[src/rtl/cfg_lock_pkg.sv]
package cfg_lock_pkg;

   typedef enum logic [1:0] {
      KS_IDLE  = 2'd0,
      KS_ARMED = 2'd1,
      KS_OPEN  = 2'd2
   } key_state_t;

endpackage

[src/rtl/cfg_key_detect.sv]
module cfg_key_detect
   import cfg_lock_pkg::*;
#(
   parameter int unsigned          DATA_W = 8,
   parameter logic [DATA_W-1:0]    KEY_A  = 8'h46,
   parameter logic [DATA_W-1:0]    KEY_B  = 8'h57
) (
   input  logic              clk,
   input  logic              rst_n,
   input  logic              wr_stb,
   input  logic [DATA_W-1:0] wr_data,
   output logic              upd_stb
);

   key_state_t state_q, state_d;

   always_comb begin
      state_d = state_q;
      if (wr_stb) begin
         unique case (state_q)
            KS_IDLE:  state_d = (wr_data == KEY_A) ? KS_ARMED : KS_IDLE;
            KS_ARMED: state_d = (wr_data == KEY_B) ? KS_OPEN  : KS_IDLE;
            KS_OPEN:  state_d = KS_IDLE;
            default:  state_d = KS_IDLE;
         endcase
      end
   end

   always_ff @(posedge clk) begin
      if (!rst_n) state_q <= KS_IDLE;
      else        state_q <= state_d;
   end

   assign upd_stb = wr_stb && (state_q == KS_OPEN);

   AST_WINDOW_ONE_SHOT: assert property (@(posedge clk) disable iff (!rst_n)
      (wr_stb && state_q == KS_OPEN) |=> (state_q == KS_IDLE));

   AST_OPEN_AFTER_ARMED: assert property (@(posedge clk) disable iff (!rst_n)
      (state_q == KS_OPEN && $past(state_q) != KS_OPEN) |-> ($past(state_q) == KS_ARMED && $past(wr_stb)));

   AST_IDLE_KEEPS_STATE: assert property (@(posedge clk) disable iff (!rst_n)
      !wr_stb |=> $stable(state_q));

endmodule

[src/rtl/cfg_lock_bit.sv]
module cfg_lock_bit #(
   parameter bit ONE_WAY_EN  = 1'b1,
   parameter bit RESET_VALUE = 1'b0
) (
   input  logic clk,
   input  logic rst_n,
   input  logic upd_stb,
   input  logic req_bit,
   input  logic one_way,
   output logic locked
);

   logic hold_set;
   logic lock_q;

   generate
      if (ONE_WAY_EN) begin : g_one_way
         assign hold_set = lock_q & one_way;

         AST_ONE_WAY_HOLD: assert property (@(posedge clk) disable iff (!rst_n)
            ($past(lock_q) && $past(one_way)) |-> lock_q);
      end else begin : g_free
         logic unused_one_way;
         assign unused_one_way = one_way;
         assign hold_set = 1'b0;
      end
   endgenerate

   always_ff @(posedge clk) begin
      if (!rst_n)       lock_q <= RESET_VALUE;
      else if (upd_stb) lock_q <= req_bit | hold_set;
   end

   assign locked = lock_q;

   AST_LOCK_ONLY_ON_UPDATE: assert property (@(posedge clk) disable iff (!rst_n)
      !$stable(lock_q) |-> $past(upd_stb));

endmodule

[src/rtl/cfg_lock_guard.sv]
module cfg_lock_guard #(
   parameter int unsigned DATA_W     = 8,
   parameter int unsigned LOCK_POS   = 6,
   parameter logic [7:0]  KEY_A      = 8'h46,
   parameter logic [7:0]  KEY_B      = 8'h57,
   parameter bit          ONE_WAY_EN = 1'b1
) (
   input  logic              clk,
   input  logic              rst_n,
   input  logic              ctl_sel,
   input  logic              ctl_wr,
   input  logic [DATA_W-1:0] ctl_wdata,
   input  logic              one_way,
   output logic              locked
);

   localparam logic [DATA_W-1:0] KEY_A_W = DATA_W'(KEY_A);
   localparam logic [DATA_W-1:0] KEY_B_W = DATA_W'(KEY_B);

   generate
      if (LOCK_POS >= DATA_W) begin : g_bad_pos
         $error("cfg_lock_guard: LOCK_POS outside the control byte");
      end
      if (KEY_A == KEY_B) begin : g_bad_key
         $error("cfg_lock_guard: key bytes must differ");
      end
      if (DATA_W < 8) begin : g_bad_width
         $error("cfg_lock_guard: DATA_W must hold a full key byte");
      end
   endgenerate

   logic wr_stb;
   logic upd_stb;

   assign wr_stb = ctl_sel & ctl_wr;

   cfg_key_detect #(
      .DATA_W (DATA_W),
      .KEY_A  (KEY_A_W),
      .KEY_B  (KEY_B_W)
   ) u_key (
      .clk     (clk),
      .rst_n   (rst_n),
      .wr_stb  (wr_stb),
      .wr_data (ctl_wdata),
      .upd_stb (upd_stb)
   );

   cfg_lock_bit #(
      .ONE_WAY_EN  (ONE_WAY_EN),
      .RESET_VALUE (1'b0)
   ) u_bit (
      .clk     (clk),
      .rst_n   (rst_n),
      .upd_stb (upd_stb),
      .req_bit (ctl_wdata[LOCK_POS]),
      .one_way (one_way),
      .locked  (locked)
   );

   AST_NO_CHANGE_WITHOUT_WRITE: assert property (@(posedge clk) disable iff (!rst_n)
      !(ctl_sel && ctl_wr) |=> $stable(locked));

endmodule

[config.mk]
export PLATFORM = sky130hd
export DESIGN_NAME = cfg_lock_guard
export DESIGN_NICKNAME = d
export VERILOG_FILES = /design/src/rtl/cfg_lock_pkg.sv /design/src/rtl/cfg_key_detect.sv /design/src/rtl/cfg_lock_bit.sv /design/src/rtl/cfg_lock_guard.sv
export SDC_FILE = /design/constraint.sdc
export NUM_CORES = 1
export LEC_CHECK = 0
export BUFFER_PORTS_ARGS = -buffer_cell sky130_fd_sc_hd__buf_4
export CAP_MARGIN = 20
export CORE_AREA = 8 8 45 47
export CTS_BUF_LIST = sky130_fd_sc_hd__clkbuf_8 sky130_fd_sc_hd__clkbuf_16
export CTS_CLUSTER_SIZE = 25
export DETAILED_ROUTE_END_ITERATION = 8
export DIE_AREA = 0 0 53 55
export GPL_TIMING_DRIVEN = 1
export SYNTH_ARGS = -nofsm -noshare
export SYNTH_HDL_FRONTEND = slang
export SYNTH_SLANG_ARGS = --single-unit
[constraint.sdc]
create_clock -name clk -period 2.65 [get_ports clk]
set_clock_uncertainty 0.2 [all_clocks]
set_input_delay 0.1325 -clock clk [delete_from_list [all_inputs] [get_ports clk]]
set_output_delay 0.1325 -clock clk [all_outputs]
set_load 0.02 [all_outputs]
# After elaboration in Yosys (flattened, before gate mapping)

Cells that the tools add are included.

Equality and inequality tests: 4
Muxes and demuxes: 3
Bitwise operators: 3
Reduce and logical (&&, ||, !) cells: 2

Operators by type and width:

| cell               | count |
|---|---|
| $eq 8x7->1 const B | 2 |
| $pmux 2 s2         | 1 |
| $and 1x1->1        | 2 |
| $eq 2x1->1 const B | 1 |
| $eq 2x2->1 const B | 1 |
| $logic_not 2->1    | 1 |
| $mux 2             | 1 |
| $logic_and 1x1->1  | 1 |
| $mux 1             | 1 |
| $or 1x1->1         | 1 |

Flip-flop bits (word level): 3
Input port bits: 13
Output and inout bits: 1
Word-level logic and storage cells: 14

# Longest topological paths before layout

Gate-level depths: netlist of run 1.

Depth in word-level cells: 3
Gate-level depth with buffers: 3
Mapped depth without buffers: 3

# Cells and area by module

From an unflattened synthesis of run 1, not the netlist that was laid out.

Cell total of the unflattened synthesis: 19
Area, all modules: 156.4 sq um

Modules (own cells, without submodules):

| module         | instances | cells an instance | area each (sq um) | sequential area each (sq um) |
|---|---|---|---|---|
| cfg_key_detect | 1         | 13                | 110.1             | 40.0 |
| cfg_lock_bit   | 1         | 5                 | 40.0              | 20.0 |
| cfg_lock_guard | 1         | 1                 | 6.3               | 0.0 |

# Worst setup path before layout of run 1

No wires, ideal clock.

Path type: register -> register
Start point: register u_key.state_q[1]
End point: register u_key.state_q[0]
Library setup time: 0.087 ns
Arrival: 1.031 ns
Data required time: 2.363 ns
Setup slack: 1.332 ns
Stages on the path, launching flop included: 3
Path buffers: 0
Clock period less this slack: 1.318 ns
Cell sequence: dfxtp_1 or4_1 o31ai_1

Cells in the longest elaborated chain, start to end: 2
Elaborated cells between the ends (all ways): 3
Classes of those cells: eq/ne: 1; mux: 1; reduce/logical: 1

RTL lines:

| what                                                 | RTL line             | text |
|---|---|---|
| start, declared                                      | cfg_key_detect.sv:15 | `key_state_t state_q, state_d;` |
| start signal, assigned                               | cfg_key_detect.sv:31 | `else state_q <= state_d;` |
| $eq 2x1->1 / $logic_not 2->1 (equally long branches) | cfg_key_detect.sv:20 | `unique case (state_q)` |
| $pmux 2 s2 (*)                                       | cfg_key_detect.sv:20 |  |

Mark *: on every way between the ends. The rest lies on a longest branch, timed or not.
A chain may end at the register's enable or synchronous reset.

# Final worst setup path of run 1

Start point: input port one_way
End point: register u_bit.lock_q (netlist: u_bit.locked)

Cells in the longest elaborated chain, start to end: 2

RTL lines:

| what                 | RTL line             | text |
|---|---|---|
| start, declared      | cfg_lock_guard.sv:13 | `input logic one_way,` |
| $and 1x1->1          | cfg_lock_bit.sv:18   | `assign hold_set = lock_q & one_way;` |
| $or 1x1->1           | cfg_lock_bit.sv:31   | `else if (upd_stb) lock_q <= req_bit \| hold_set;` |
| end signal, assigned | cfg_lock_bit.sv:31   |  |
| end, declared        | cfg_lock_bit.sv:14   | `logic lock_q;` |

No other way between the ends.

==> results.cfg, run 1 <==
[run_status]
status = finished clean

[logic_synthesis]
synth_edf_count = 0
synth.most_common_cell = dfxtp_1
synth-main-ff-cell = dfxtp_1
synth_fp_nets = 29
synth_cells = 16
ys_top_cells_by_area = dfxtp_1 (41%), nand4b_1 (12%), o31ai_1 (10%)
yosys.area.top_type = dfxtp_1
ys_ff_latch = 3
ys_types = 10
yosysSeqAreaShare = 0.4103
yosys-top-cells-count = dfxtp_1 (3), nand2_1 (2), nand3_1 (2), nand4b_1 (2), o31ai_1 (2)
synthesis.yosys.warnings = 0
synth.avg_cell_area_um2 = 9.149
yosysTopAreaCellShare = 0.4103
netlist_area_um2 = 146.4
synthArstFlopShare = 0

[worst_setup_path]
r2r-start = u_key.state_q[0]$_SDFFE_PN0P_
crit_arrival_ns = 2.12
reg2regPathDepth = 5
startpoint = one_way
path_cells = dlygate4sd3_1 > buf_4 > o211ai_1 > dlygate4sd3_1 > o21ai_0 > dlygate4sd3_1
max_stage_delay_ns = 0.56
cp-end-kind = register
crit_top_cell = dlygate4sd3_1
worstSetupPathType = primary input to register
setup.worst_path.start_class = primary input
cp_max_fo = 1
cpMaxStageDelayCell = dlygate4sd3_1
crit_cells = 6
worstPathRequired_ns = 2.55
endpoint = u_bit.locked$_SDFFE_PN0P_
crit_family = buffers and inverters
critical_path_buf_inv_count = 4
setup.reg_to_reg.worst_slack_ns = 0.49
r2r_end = u_bit.locked$_SDFFE_PN0P_

[timing]
setup_tns_ns = 0
fin_crit_ns = 2.219
max-slew-margin-rel = 0.8805
tightest_slew_ns = 0.1777
final-setup-viol-count = 0
slew_violations = 0
fin_crit_sh = 0.8374
hold_viol_final = 0
fmax_ghz = 0.4507
rsz0062_at_grt = no

[final_layout]
postLayoutCellArea_um2 = 359.1
drive_above_1_share = 0.4211
area_growth_pct = 145.3
utilization = 0.2595
diodes = 0
finalNetCount = 52

[global_routing]
grt_pass1_vias = 250
grt_overflow = 0
grt_pass1_wl_um = 890
grt_max_degree = 7
antenna_found_initial = 0
grt.total_usage = 0.04419

[clocking]
cts-root-buf = clkbuf_8
clk_pin_slew_ns = 0.03
cts_tree = yes
clock_latency_ns = 0.22
cts_buffers = 3
clock-sinks = 3
hold_buffers = 4
cts_resized = 0
clockBufferDepth = 2
h-tree-depth = 1
post_cts_buffers = 0

[floorplanning]
start_util = 0.1058
rows = 14
die_area_um2 = 2915
core_area_um2 = 1384
die_x_um = 53
io_pins = 14
fp.dieH_um = 55

[routing]
dr.pass1.iters = 2
wl_per_cell_um = 10.44
postRouteAntennaNets = 0
num_vias = 221
drc = 0
vias_per_cell = 4.093
first_iter_violations = 1
routed_wl_um = 564

[placed_design]
portBuffers = 13
dp_hpwl_um = 444.5
dpl_cell_area_um2 = 264.0
place_congestion = 0.6291

[power]
leakagePower_nw = 0.1506
vdd_ir_drop_max_v = 0.0001994
power.density_nw_per_um2 = 549.3

[worst_hold_path]
hp-class = primary input to register
min-delay-start = ctl_wdata[4]

[flow_run]
drv_cap = 0
[sequential cells by signal, indices dropped and copies added (netlist names)]
signal,flops
u_key.state_q,2
u_bit.locked,1
[worst reg2reg max path: stages, from the launching register on]
cell and delay [ns]:
dfxtp_1 0.32, nand4b_1 0.19, o211ai_1 0.16, dlygate4sd3_1 0.56
o21ai_0 0.07, dlygate4sd3_1 0.55
[routing by layer]
layer  track usage  part of all wire
met1       0.02269              0.28
met2       0.09375              0.65
met3       0.02406             0.067
met4       0.03879                 0
met5             0                 0
[cells by family after synthesis]
logic type       share of synthesized area
AO/OA/AOI/OAI                       0.1880
AND/OR/NAND/NOR                     0.4018
flip-flops                          0.4103
[layout by cell type (no fill, tap or decap), drive strengths merged]
cell          n
buf          13
dlygate4sd3   5
clkbuf        3
dfxtp         3
nand4b        2
nand2         2
nand3         2
o31ai         2
o211ai        1
o21ai         1
or4           1
or4b          1
nand4         1
inv           1
[how the worst min path moves through the flow]
stage                                                to  slack (ns)  cells after the start
after floorplan               u_bit.locked$_SDFFE_PN0P_        0.07                      2
after global placement        u_bit.locked$_SDFFE_PN0P_        0.18                      3
after detailed placement      u_bit.locked$_SDFFE_PN0P_        0.19                      3
after CTS                 u_key.state_q[0]$_SDFFE_PN0P_       0.003                      3
after global routing      u_key.state_q[0]$_SDFFE_PN0P_       0.001                      3
final                     u_key.state_q[0]$_SDFFE_PN0P_       0.004                      3
[through the flow]
| step | hold WS [ns] | std cells | worst slack, ns | total power, W |
|---|---|---|---|---|
| after floorplan | 0.07243 | 16 | 1.332 | 0.00004835 |
| after detailed placement | 0.1885 | 45 | 1.261 | 0.00006376 |
| final | 0.004281 | 54 | 0.4310 | 0.0001973 |
| after global routing | 0.001410 | 54 | 0.3587 | 0.0002094 |
| after global placement | 0.1801 | 45 | 1.297 | 0.00006365 |
| after CTS | 0.003452 | 53 | 0.4508 | 0.0002005 |
[final cells by class]
| type | count | area, um^2 |
|---|---|---|
| flip-flops and latches | 3 | 60.06 |
| well taps | 16 | 20.02 |
| multi-input cells | 13 | 86.33 |
| clock buffers | 3 | 41.29 |
| fillers | 156 | 1025 |
| repair buffers | 18 | 147.6 |
| clock inverters | 1 | 3.754 |
[report_power, final]
part	total (W)	switching (W)	internal, W	leakage [nW]
clock	0.000131	0.0000319	0.0000988	0.0269
combinational	0.0000211	0.00000592	0.0000152	0.0996
sequential	0.0000455	0.0000000127	0.0000455	0.0241
total	0.000197	0.0000378	0.000159	0.151
Note: power is estimated with default switching activity, not from simulation.
==> run 2, diff against run 1 <==
==> constraint.sdc (replaced) <==
create_clock -name clk -period 2.3 [get_ports clk]
set_clock_uncertainty 0.2 [all_clocks]
set_input_delay 0.115 -clock clk [delete_from_list [all_inputs] [get_ports clk]]
set_output_delay 0.115 -clock clk [all_outputs]
set_load 0.02 [all_outputs]
==> run 2 against run 1 <==
Global-route usage is 0.55 points higher. Setup slack worse by 0.15 ns. Combinational power rose by 9%. Critical path type unchanged. Critical endpoint is now u_key.state_q[0]$_SDFFE_PN0P_. Highest routed layer unchanged.
==> results.cfg, run 2 (synthesis results as in run 1) <==
[worst_setup_path]
r2r-start = u_key.state_q[1]$_SDFFE_PN0P_
crit_arrival_ns = 1.98
setup.worst_path.start_class = primary input
r2r_end = u_key.state_q[0]$_SDFFE_PN0P_
cp-end-kind = register
cp_max_fo = 6
worstPathRequired_ns = 2.26
setup.reg_to_reg.worst_slack_ns = 0.39
startpoint = rst_n
reg2regPathDepth = 3
worstSetupPathType = primary input to register

[clocking]
cts_tree = yes
cts-root-buf = clkbuf_8
clk_pin_slew_ns = 0.03
clock_latency_ns = 0.21
clockBufferDepth = 2
h-tree-depth = 1
cts_buffers = 3
clock-sinks = 3

[worst_hold_path]
hold_end = u_key.state_q[1]$_SDFFE_PN0P_
min_path_cells = 3
hp-class = primary input to register
min-delay-start = ctl_wdata[4]

[timing]
hold_viol_final = 0
fin_crit_sh = 0.8773
tightest_slew_ns = 0.1739
final-setup-viol-count = 0
fin_crit_ns = 2.018
max-slew-margin-rel = 0.8831
fin_ws_ns = 0.2821
rsz0062_at_grt = no
setup_tns_ns = 0
fmax_ghz = 0.4956
slew_violations = 0

[placed_design]
portBuffers = 13
place_congestion = 0.6298
dpl_cell_area_um2 = 264.0
pre_cts_ws_ns = 0.9324
dp_hpwl_um = 447.5

[global_routing]
grt_pass1_vias = 249
grt.total_usage = 0.04965
grt_overflow = 0
antenna_found_initial = 0
grt_max_degree = 7
grt_pass1_wl_um = 979

[routing]
dr.pass1.iters = 3
num_vias = 212
first_iter_violations = 1
postRouteAntennaNets = 0
vias_per_cell = 3.926
routed_wl_um = 604
wl_per_cell_um = 11.19
drc = 0

[floorplanning]
rows = 14
die_area_um2 = 2915
io_pins = 14
start_util = 0.1058
fp.dieH_um = 55
die_x_um = 53
core_area_um2 = 1384

[final_layout]
largest_reg_flops = 2
register_area_um2 = 60.06
finalNetCount = 52
regMostFlops = u_key.state_q
drive_above_1_share = 0.4474
mostFrequentLayoutCells = buf_4 (14), dlygate4sd3_1 (4), clkbuf_8 (3), dfxtp_1 (3)
postLayoutCellArea_um2 = 356.6
utilization = 0.2577
diodes = 0
multi_input_area_um2 = 86.33
n_fill_cell = 149
mostFrequentLayoutCell = buf_4
area_growth_pct = 143.6

[power]
power.density_nw_per_um2 = 625.5
vdd_ir_drop_max_v = 0.0002034
leakagePower_nw = 0.1562

[flow_run]
drv_cap = 0

[run_status]
status = finished clean
==> run 2: per-layer routing <==
layer / track usage / vias to the layer above / share of wire
met5: 0 / - / 0
met2: 0.09766 / 4 / 0.65
li1: - / 111 / -
met1: 0.03026 / 97 / 0.30
met4: 0.03879 / 0 / 0
met3: 0.03209 / 0 / 0.053
==> run 2: critical path, cell delays in order <==
cell	delay, ns
dlygate4sd3_1	0.54
buf_4	0.14
or4b_1	0.43
o31ai_1	0.19
dlygate4sd3_1	0.57
==> run 2: how the worst max path moves through the flow <==
stage,end,slack [ns],depth (start not counted)
floorplan,u_key.state_q[0]$_SDFFE_PN0P_,0.98,2
finish,u_key.state_q[0]$_SDFFE_PN0P_,0.28,5
global route,u_key.state_q[0]$_SDFFE_PN0P_,0.21,5
detailed placement,u_key.state_q[1]$_SDFFE_PN0P_,0.93,2
global placement,u_key.state_q[0]$_SDFFE_PN0P_,0.95,2
CTS,u_bit.locked$_SDFFE_PN0P_,0.11,6
==> run 2: final cells by class <==
| cell class | count | area share |
|---|---|---|
| Multi-Input combinational cell | 13 | 0.2421 |
| Sequential cell | 3 | 0.1684 |
| Tap cell | 16 | 0.05614 |
| Clock buffer | 3 | 0.1158 |
| Clock inverter | 1 | 0.01053 |
| Timing Repair Buffer | 18 | 0.4070 |
==> run 2: metrics by stage <==
| step | std cells | power (W) | hold WS (ns) |
|---|---|---|---|
| finish | 54 | 0.0002230 | 0.004930 |
| global route | 54 | 0.0002377 | 0.04518 |
| CTS | 54 | 0.0002280 | 0.002262 |
| detailed placement | 45 | 0.00007339 | 0.1788 |
| global placement | 45 | 0.00007335 | 0.1623 |
| floorplan | 16 | 0.00005571 | 0.05493 |
==> run 2: timing repair <==
action | 4_1_cts | 5_1_grt
resized for setup | 0 | 0
setup buffers | 0 | 1
hold buffers | 5 | 0
endpoints found under the setup margin | 0 | 1
hold endpoints to repair | 3 | 0
==> run 2: power by group <==
| group | leakage, nW | switching [W] | internal, W |
|---|---|---|---|
| combinational | 0.105 | 0.00000676 | 0.0000164 |
| clock | 0.0269 | 0.0000339 | 0.000114 |
| sequential | 0.0241 | 0.0000000161 | 0.0000524 |
| total | 0.156 | 0.0000407 | 0.000182 |
==> run 3, diff against run 2 <==
--- a/config.mk
+++ b/config.mk
@@ -13,6 +13,7 @@
 export DETAILED_ROUTE_END_ITERATION = 8
 export DIE_AREA = 0 0 53 55
 export GPL_TIMING_DRIVEN = 1
+export RECOVER_POWER = 100
 export SYNTH_ARGS = -nofsm -noshare
 export SYNTH_HDL_FRONTEND = slang
 export SYNTH_SLANG_ARGS = --single-unit
==> run 3 against run 2 <==
Die area did not move. Setup slack about the same. Power is 0.13% lower. Hold slack barely moved. Combinational power about the same. Sequential share of layout area is 0.18 points higher. Critical path type unchanged. Critical endpoint unchanged.
==> results.cfg, run 3 (synthesis results as in run 1) <==
[global_routing]
grt_overflow = 0
grt_pass1_wl_um = 979
grt_max_degree = 7
grt_pass1_vias = 249
grt.total_usage = 0.04965
antenna_found_initial = 0

[clocking]
clock-sinks = 3
clockBufferDepth = 2
clk_pin_slew_ns = 0.03
cts_buffers = 3
clock_latency_ns = 0.21
h-tree-depth = 1
cts-root-buf = clkbuf_8
cts_resized = 0
cts_tree = yes

[timing]
fin_crit_ns = 2.018
fin_crit_sh = 0.8774
fmax_ghz = 0.4955
final-setup-viol-count = 0
setup_tns_ns = 0
slew_violations = 0
tightest_slew_ns = 0.2555
rsz0062_at_grt = no
max-slew-margin-rel = 0.8304
hold_viol_final = 0

[worst_setup_path]
cp_max_fo = 6
endpoint = u_key.state_q[0]$_SDFFE_PN0P_
setup.worst_path.start_class = primary input
crit_arrival_ns = 1.98
path_cells = dlygate4sd3_1 > buf_4 > or4b_1 > o31ai_1 > dlygate4sd3_1
critical_path_buf_inv_count = 3
crit_cells = 5
cpMaxStageDelayCell = dlygate4sd3_1
worstPathRequired_ns = 2.26
max_stage_delay_ns = 0.57
r2r-start = u_key.state_q[1]$_SDFFE_PN0P_
worstSetupPathType = primary input to register
reg2regPathDepth = 3
startpoint = rst_n
crit_family = buffers and inverters
setup.reg_to_reg.worst_slack_ns = 0.39
cp-end-kind = register
r2r_end = u_key.state_q[0]$_SDFFE_PN0P_
crit_top_cell = dlygate4sd3_1

[floorplanning]
rows = 14
io_pins = 14
core_area_um2 = 1384
start_util = 0.1058
die_x_um = 53
fp.dieH_um = 55
die_area_um2 = 2915

[final_layout]
utilization = 0.2550
drive_above_1_share = 0.4211
diodes = 0
area_growth_pct = 141.0
finalNetCount = 52
mostFrequentLayoutCells = buf_4 (12), dlygate4sd3_1 (4), clkbuf_8 (3), dfxtp_1 (3)
mostFrequentLayoutCell = buf_4
regMostFlops = u_key.state_q
largest_reg_flops = 2

[power]
leakagePower_nw = 0.1517
power.density_nw_per_um2 = 631.3
pwr-share-comb = 0.103
p_sw_w = 0.00004048
internal_power_w = 0.0001823
power_frac_seq = 0.235
clock_power_share = 0.661
vdd_ir_drop_max_v = 0.0002030
switching_share = 0.1817

[placed_design]
dp_hpwl_um = 447.5
place_congestion = 0.6298
portBuffers = 13

[routing]
postRouteAntennaNets = 0
vias_per_cell = 3.926
first_iter_violations = 1
dr.pass1.iters = 3
routed_wl_um = 604
num_vias = 212
drc = 0
wl_per_cell_um = 11.19

[flow_run]
drv_cap = 0

[worst_hold_path]
min-delay-start = ctl_wdata[4]
hp-class = primary input to register

[run_status]
status = finished clean
==> run 3: cell count changes in the layout (fill, tap and decap cells not counted), sizes merged <==
cell | before | now
buf | 14 | 12
clkbuf | 3 | 5
==> run 3: worst min-delay path, cell delays in order <==
cell,delay (ns)
buf_4,0.11
nand4_1,0.08
o31ai_1,0.06
==> run 3: power groups by stage <==
stage          clock [W]  combinational, W  sequential (W)
2_1_floorplan          0        0.00000257       0.0000531
3_3_place_gp           0         0.0000202       0.0000531
3_5_place_dp           0         0.0000203       0.0000531
4_1_cts         0.000153         0.0000229       0.0000524
5_1_grt         0.000161         0.0000247       0.0000524
6_report        0.000147         0.0000230       0.0000524
==> run 3: how the worst min path moves through the flow <==
stage                                          endpoint  slack (ns)  cells after the start
after CTS                 u_key.state_q[1]$_SDFFE_PN0P_       0.002                      3
final                     u_key.state_q[1]$_SDFFE_PN0P_       0.005                      3
after floorplan               u_bit.locked$_SDFFE_PN0P_        0.05                      2
after global routing      u_key.state_q[1]$_SDFFE_PN0P_        0.05                      3
after detailed placement      u_bit.locked$_SDFFE_PN0P_        0.18                      3
after global placement        u_bit.locked$_SDFFE_PN0P_        0.16                      3
==> run 3: cell type report <==
type	instances	area, um^2
clock buffers	3	41.29
multi-input cells	13	86.33
clock inverters	1	3.754
well taps	16	20.02
repair buffers	18	141.4
fillers	151	1031
flip-flops and latches	3	60.06
==> run 3: per-stage QoR <==
stage	worst slack (ns)	total power, W	std cells	instance area, um^2	hold WS (ns)
after floorplan	0.9824	0.00005571	16	146.4	0.05493
after global placement	0.9507	0.00007335	45	264.0	0.1623
after detailed placement	0.9324	0.00007339	45	264.0	0.1788
after CTS	0.1147	0.0002280	54	359.1	0.002262
after global routing	0.2075	0.0002376	54	352.8	0.04518
final	0.2819	0.0002227	54	352.8	0.004930
==> run 3: layer usage <==
layer | global-route usage | part of all wire | vias to the layer above
met5 | 0 | 0 | -
met3 | 0.03209 | 0.053 | 0
met4 | 0.03879 | 0 | 0
li1 | - | - | 111
met1 | 0.03026 | 0.30 | 97
met2 | 0.09766 | 0.65 | 4
==> run 3: timing repair <==
action / in CTS / in global routing
setup buffers: 0 / 1
endpoints found under the hold margin: 3 / 0
endpoints found under the setup margin: 0 / 1
hold buffers: 5 / 0
